### config.mk
export PLATFORM = sky130hd
export DESIGN_NAME = gpio_pin_ctrl
export DESIGN_NICKNAME = d
export VERILOG_FILES = /design/src/rtl/gpio_pin_pkg.sv /design/src/rtl/gpio_in_sync.sv /design/src/rtl/gpio_rst_pulse.sv /design/src/rtl/gpio_pin_drv.sv /design/src/rtl/gpio_pin_ctrl.sv
export SDC_FILE = /design/constraint.sdc
export NUM_CORES = 1
export LEC_CHECK = 0
export BUFFER_PORTS_ARGS = -buffer_cell sky130_fd_sc_hd__buf_2
export CAP_MARGIN = 15
export CORE_MARGIN = 10
export CORE_UTILIZATION = 30
export DETAILED_ROUTE_END_ITERATION = 8
export PLACE_DENSITY = 0.74
export SYNTH_ARGS = -nofsm -noshare
export SYNTH_HDL_FRONTEND = slang
export SYNTH_HIERARCHICAL = 1
export SYNTH_SLANG_ARGS = --single-unit
### constraint.sdc
create_clock -name clk -period 1.45 [get_ports clk]
set_clock_uncertainty 0.2 [all_clocks]
set_input_delay 0.145 -clock clk [delete_from_list [all_inputs] [get_ports clk]]
set_output_delay 0.145 -clock clk [all_outputs]
set_load 0.01 [all_outputs]
### src/rtl/gpio_pin_pkg.sv
package gpio_pin_pkg;
  localparam int NPINS   = 2;
  localparam int REG_W   = 32;
  localparam int BIT_IEN = 16;
  localparam int BIT_DAT = 18;
  localparam int BIT_WDE = 21;
  localparam int BIT_DIR = 22;
  localparam int BIT_RST = 26;

  typedef struct packed {
    logic [NPINS-1:0] ien;
    logic [NPINS-1:0] dat;
    logic             wde;
  } soft_fields_t;
endpackage

### src/rtl/gpio_in_sync.sv
module gpio_in_sync #(
  parameter int N      = 2,
  parameter int STAGES = 2
) (
  input  logic         clk,
  input  logic         rst_n,
  input  logic [N-1:0] pin_in,
  output logic [N-1:0] sync,
  output logic [N-1:0] rise
);
  logic [N-1:0] prev_q;

  for (genvar i = 0; i < N; i++) begin : g_pin
    logic [STAGES-1:0] sh_q;
    logic [STAGES-1:0] sh_d;

    always_comb sh_d = {sh_q[STAGES-2:0], pin_in[i]};

    always_ff @(posedge clk or negedge rst_n) begin
      if (!rst_n) sh_q <= '0;
      else        sh_q <= sh_d;
    end

    assign sync[i] = sh_q[STAGES-1];
  end

  always_ff @(posedge clk or negedge rst_n) begin
    if (!rst_n) prev_q <= '0;
    else        prev_q <= sync;
  end

  assign rise = sync & ~prev_q;
endmodule

### src/rtl/gpio_rst_pulse.sv
module gpio_rst_pulse #(
  parameter int CYCLES = 8
) (
  input  logic clk,
  input  logic rst_n,
  input  logic start,
  output logic active
);
  localparam int CNT_W = $clog2(CYCLES + 1);

  logic [CNT_W-1:0] cnt_q;
  logic [CNT_W-1:0] cnt_d;

  always_comb begin
    cnt_d = cnt_q;
    if (start && cnt_q == '0) cnt_d = CNT_W'(CYCLES);
    else if (cnt_q != '0)     cnt_d = cnt_q - CNT_W'(1);
  end

  always_ff @(posedge clk or negedge rst_n) begin
    if (!rst_n) cnt_q <= '0;
    else        cnt_q <= cnt_d;
  end

  assign active = (cnt_q != '0);

  // the pulse only begins after a request
  p_pulse_start_r8: assert property (@(posedge clk) disable iff (!rst_n)
    $rose(active) |-> $past(start));

  // the pulse ends once the count runs out
  p_pulse_end_r8: assert property (@(posedge clk) disable iff (!rst_n)
    (active && cnt_q == CNT_W'(1)) |=> !active);
endmodule

### src/rtl/gpio_pin_drv.sv
module gpio_pin_drv #(
  parameter int N        = 2,
  parameter int WDOG_PIN = 0
) (
  input  logic [N-1:0] dir,
  input  logic [N-1:0] dat,
  input  logic         wde,
  input  logic         wdog_event,
  output logic [N-1:0] pin_out,
  output logic [N-1:0] pin_oe
);
  for (genvar i = 0; i < N; i++) begin : g_drv
    if (i == WDOG_PIN) begin : g_wdog
      always_comb begin
        if (wde) pin_out[i] = wdog_event ? dat[i] : ~dat[i];
        else     pin_out[i] = dat[i];
      end
    end else begin : g_plain
      always_comb pin_out[i] = dat[i];
    end
  end

  assign pin_oe = dir;
endmodule

### src/rtl/gpio_pin_ctrl.sv
module gpio_pin_ctrl
  import gpio_pin_pkg::*;
#(
  parameter int RST_PULSE_CYCLES = 8,
  parameter int SYNC_STAGES      = 2
) (
  input  logic             clk,
  input  logic             por_n,
  input  logic             cfg_load,
  input  logic [NPINS-1:0] cfg_dir,
  input  logic [NPINS-1:0] cfg_data,
  input  logic             reg_wr,
  input  logic [REG_W-1:0] reg_wdata,
  output logic [REG_W-1:0] reg_rdata,
  input  logic [NPINS-1:0] cause_clr,
  output logic [NPINS-1:0] cause,
  output logic             irq,
  input  logic             wdog_event,
  input  logic [NPINS-1:0] pin_in,
  output logic [NPINS-1:0] pin_out,
  output logic [NPINS-1:0] pin_oe,
  output logic             glb_rst_req
);
  // reset: asynchronous assert, synchronous release
  logic [1:0] rsync_q;
  logic       rst_n;

  always_ff @(posedge clk or negedge por_n) begin
    if (!por_n) rsync_q <= '0;
    else        rsync_q <= {rsync_q[0], 1'b1};
  end
  assign rst_n = rsync_q[1];

  logic [NPINS-1:0] dir_q, dir_d;
  logic [NPINS-1:0] dflt_q, dflt_d;
  soft_fields_t     soft_q, soft_d;
  logic [NPINS-1:0] cause_q, cause_d;
  logic [NPINS-1:0] sync, rise;
  logic             rst_active;
  logic             wr_ok;
  logic             start;

  wire unused_wbits = ^{reg_wdata[15:0], reg_wdata[20], reg_wdata[25:24], reg_wdata[31:27]};

  assign wr_ok = reg_wr && !rst_active;
  assign start = wr_ok && reg_wdata[BIT_RST];

  gpio_in_sync #(.N(NPINS), .STAGES(SYNC_STAGES)) u_sync (
    .clk(clk), .rst_n(rst_n), .pin_in(pin_in), .sync(sync), .rise(rise));

  gpio_rst_pulse #(.CYCLES(RST_PULSE_CYCLES)) u_pulse (
    .clk(clk), .rst_n(rst_n), .start(start), .active(rst_active));

  gpio_pin_drv #(.N(NPINS), .WDOG_PIN(0)) u_drv (
    .dir(dir_q), .dat(soft_q.dat), .wde(soft_q.wde), .wdog_event(wdog_event),
    .pin_out(pin_out), .pin_oe(pin_oe));

  // next state: power-on-only fields
  always_comb begin
    dir_d  = dir_q;
    dflt_d = dflt_q;
    if (cfg_load) begin
      dir_d  = cfg_dir;
      dflt_d = cfg_data;
    end else if (wr_ok) begin
      dir_d = reg_wdata[BIT_DIR +: NPINS];
    end
  end

  // next state: fields cleared by the internal reset
  always_comb begin
    soft_d = soft_q;
    if (rst_active) begin
      soft_d.ien = '0;
      soft_d.dat = dflt_q;
      soft_d.wde = 1'b0;
    end else if (cfg_load) begin
      soft_d.dat = cfg_data;
    end else if (wr_ok && !reg_wdata[BIT_RST]) begin
      soft_d.ien = reg_wdata[BIT_IEN +: NPINS];
      soft_d.dat = reg_wdata[BIT_DAT +: NPINS];
      soft_d.wde = reg_wdata[BIT_WDE];
    end
  end

  always_comb begin
    if (rst_active) cause_d = '0;
    else            cause_d = (cause_q & ~cause_clr) | (rise & soft_q.ien & ~dir_q);
  end

  always_ff @(posedge clk or negedge rst_n) begin
    if (!rst_n) begin
      dir_q   <= '0;
      dflt_q  <= '0;
      soft_q  <= '0;
      cause_q <= '0;
    end else begin
      dir_q   <= dir_d;
      dflt_q  <= dflt_d;
      soft_q  <= soft_d;
      cause_q <= cause_d;
    end
  end

  always_comb begin
    reg_rdata                     = '0;
    reg_rdata[BIT_IEN +: NPINS]   = soft_q.ien;
    reg_rdata[BIT_DAT +: NPINS]   = (dir_q & soft_q.dat) | (~dir_q & sync);
    reg_rdata[BIT_WDE]            = soft_q.wde;
    reg_rdata[BIT_DIR +: NPINS]   = dir_q;
    reg_rdata[BIT_RST]            = rst_active;
  end

  assign cause       = cause_q;
  assign irq         = |cause_q;
  assign glb_rst_req = rst_active;

  // direction holds through the internal reset
  p_dir_keep_r9: assert property (@(posedge clk) disable iff (!rst_n)
    (rst_active && !cfg_load) |=> $stable(dir_q));

  // pin 0 cause only rises when enabled in input mode
  p_cause0_gate_r5: assert property (@(posedge clk) disable iff (!rst_n)
    $rose(cause_q[0]) |-> $past(soft_q.ien[0] && !dir_q[0]));

  // pin 1 cause only rises when enabled in input mode
  p_cause1_gate_r5: assert property (@(posedge clk) disable iff (!rst_n)
    $rose(cause_q[1]) |-> $past(soft_q.ien[1] && !dir_q[1]));

  // a cause stays set until it is cleared
  p_cause_hold_r6: assert property (@(posedge clk) disable iff (!rst_n)
    (cause_q[0] && !cause_clr[0] && !rst_active) |=> cause_q[0]);

  // the internal reset empties the causes
  p_cause_flush_r8: assert property (@(posedge clk) disable iff (!rst_n)
    $past(rst_active) |-> (cause_q == '0));
endmodule

==> flow_metrics.env <==
export IMPL_arrival_ns=1.44
export IMPL_synth_top_family_by_area="buffers and inverters"
export IMPL_coreArea_mm2=0.004294
export IMPL_cts_buffers=3
export IMPL_synth_mux_area_share_pct=14.45
export IMPL_grt_max_degree=22
export IMPL_ys_ff_latch=23
export IMPL_crit_buf_inv=4
export IMPL_cts_root_buf="clkbuf_8"
export IMPL_slew_violations=0
export IMPL_die_h_um=86.24
export IMPL_io_buffer_count=36
export IMPL_timing_final_crit_share_pct=123.0
export IMPL_h_tree_depth=1
export IMPL_ys_types=29
export IMPL_violations="negative setup slack"
export IMPL_endpoint_kind="output port"
export IMPL_timing_final_crit_period_ns=1.784
export IMPL_finalSetupViolCount=13
export IMPL_routed_via_density=4.000
export IMPL_wl_per_cell_um=12.74
export IMPL_outcome="finished, violations left"
export IMPL_post_dp_hpwl_um=2305
export IMPL_synth_edff_count=0
export IMPL_synth_compound_area_share_pct=2.947
export IMPL_wirelength_um=2994
export IMPL_grt_pass1_wl_um=4823
export IMPL_finalHoldViolCount=0
export IMPL_ioPinCount=85
export IMPL_p_leak_nw=0.9256
export IMPL_crit_path_start_kind="register"
export IMPL_drtIter0Drc=44
export IMPL_die_w_um=86.24
export IMPL_yosysWarnings=6
export IMPL_cts_sinks=23
export IMPL_crit_family="buffers and inverters"
export IMPL_fin_util_pct=44.20
export IMPL_place_congestion=0.7299
export IMPL_cp_slowest_cell="dfrtp_1"
export IMPL_drc=0
export IMPL_syn_area_mm2=0.001316
export IMPL_cpMostUsedCell="buf_6"
export IMPL_pre_cts_ws_ns=-0.3886
export IMPL_synthFlopType="dfrtp_1"
export IMPL_crit_fanout=6
export IMPL_irDropWorstVdd_mv=0.4205
export IMPL_yosysSeqAreaShare_pct=43.73
export IMPL_grt_overflow=0
export IMPL_slowest_delay_ns=0.39
export IMPL_synthXorXnorAreaFrac_pct=1.236
export IMPL_initial_core_util_pct=30.65
export IMPL_max_freq_mhz=560.5
export IMPL_synth_cells=117
export IMPL_routed_via_count=940
export IMPL_grt_util_all_layers_pct=7.905
export IMPL_syn_mean_instance_area_um2=11.25
export IMPL_diodes=0
export IMPL_drtAntennaViolNets=0
export IMPL_syn_to_final_growth_pct=44.20
export IMPL_first_global_vias=1023
export IMPL_async_flop_share_pct=100.0
export IMPL_die_area_mm2=0.007437
export IMPL_tritoncts="built"
export IMPL_firstDrtPassIters=3
export IMPL_cp_data_required_time_ns=1.11
export IMPL_yosys_area_share_simple_pct=14.07
export IMPL_final_cell_mix="buf_2, conb_1, dfrtp_1"
export IMPL_final_common_cell="buf_2"
export IMPL_clkTransAtPathRegs_ns=0.08
export IMPL_synth_fa_ha_area_share_pct=1.901
export IMPL_drv_cap=0
export IMPL_cp_cell_sequence="inv_2 > ha_4 > nor3b_4 > inv_4 > buf_6 > buf_6"
export IMPL_critPathKind="reg2out"
export IMPL_antenna_found_initial=0
export IMPL_cts_max_path_buffers=2
export IMPL_rsz0062_at_grt="true"
export IMPL_floorplan_rows=24
export IMPL_min_path_type="reg2async"
export IMPL_fin_nets=231
export IMPL_power_density_mw_per_mm2=1304
export IMPL_clk_latency_ns=0.26
export IMPL_postLayoutSetupSlackWorst_ns=-0.3341
export IMPL_layout_drive_gt1_share_pct=53.01
[flip-flops by register name, indices dropped and copies added (netlist names)]
signal and flops:
u_sync/g_pin.sh_q 4, rsync_q 2, u_pulse/cnt_q 4, dir_q 2
u_sync/prev_q 2, soft_q 2, dflt_q 2, reg_rdata 3
cause 2
[what timing repair did]
action	CTS	global route
buffers inserted	6	2
endpoints found under the hold margin	13	0
setup endpoints to repair	16	17
pin swaps	1	3
gates resized for setup	13	14
hold buffers	15	0
[power by group]
group / internal [mW] / switching (mW)
Combinational: 0.726 / 0.523
Clock: 0.196 / 0.194
Sequential: 0.748 / 0.0888
[worst paths after layout]
path | from | end | slack [ns] | depth (start not counted)
max | u_pulse/cnt_q[0]$_DFFE_PN0P_ | reg_rdata[26] | -0.33 | 6
min in group clk | cfg_load | dir_q[0]$_DFFE_PN0P_ | 0.10 | 3
max in group asynchronous | por_n | rsync_q[1]$_DFF_PN0_ | 0.39 | 3
min reg2reg | rsync_q[1]$_DFF_PN0_ | u_pulse/cnt_q[2]$_DFFE_PN0P_ | 0.008 | 1
min | rsync_q[1]$_DFF_PN0_ | u_pulse/cnt_q[2]$_DFFE_PN0P_ | 0.008 | 1
max reg2reg | u_pulse/cnt_q[0]$_DFFE_PN0P_ | soft_q[1]$_DFFE_PN0P_ | -0.32 | 6
[cells in the mapped netlist, types with 3 or more instances]
| library cell | instances | area [um2] |
|---|---|---|
| dfrtp_1 | 23 | 575.6 |
| mux2_2 | 8 | 90.09 |
| nand2b_1 | 5 | 31.28 |
| inv_1 | 4 | 15.01 |
| o21ai_0 | 3 | 15.01 |
| a21oi_1 | 3 | 15.01 |
| mux2i_1 | 7 | 70.07 |
| nor2b_1 | 3 | 18.77 |
| buf_4 | 33 | 247.7 |
| nor2_1 | 3 | 11.26 |
[per-stage QoR]
| step | power (mW) | std cells | hold slack [ns] | setup TNS [ns] | area, um2 |
|---|---|---|---|---|---|
| after floorplan | 1.439 | 140 | -0.3506 | -3.565 | 1441 |
| after global placement | 1.695 | 208 | -0.2690 | -2.006 | 1526 |
| after detailed placement | 1.718 | 208 | -0.2679 | -2.597 | 1526 |
| after CTS | 2.335 | 233 | 0.02609 | -3.215 | 1827 |
| after global routing | 2.633 | 235 | 0.04698 | -4.291 | 1898 |
| final | 2.475 | 235 | 0.007832 | -3.081 | 1898 |
[metal layers]
metal / share of wire [%] / wire length [um] / track usage (%) / up-vias
met4: 1.9 / 58 / 4.566 / 0
met5: 0 / 0 / 0 / -
met2: 48 / 1450 / 12.58 / 39
li1: - / - / - / 457
met3: 7.9 / 238 / 2.720 / 4
met1: 42 / 1246 / 9.030 / 440
[layout make-up]
| class | count | area (um2) |
|---|---|---|
| tap | 52 | 65.06 |
| clock buffer | 4 | 45.04 |
| multi-input combinational | 78 | 649.4 |
| fill | 400 | 2396 |
| sequential | 23 | 575.6 |
| timing repair buffer | 74 | 545.5 |
| inverter | 4 | 17.52 |
[cells by family after synthesis]
| logic type | count (synthesis) |
|---|---|
| AO/OA/AOI/OAI | 7 |
| XOR/XNOR | 1 |
| adder cells (fa/ha/maj) | 2 |
| buffers and inverters | 39 |
| flip-flops | 23 |
| multiplexers | 17 |
| other | 2 |
| AND/OR/NAND/NOR | 26 |
Note: power is estimated with default switching activity, not from simulation.
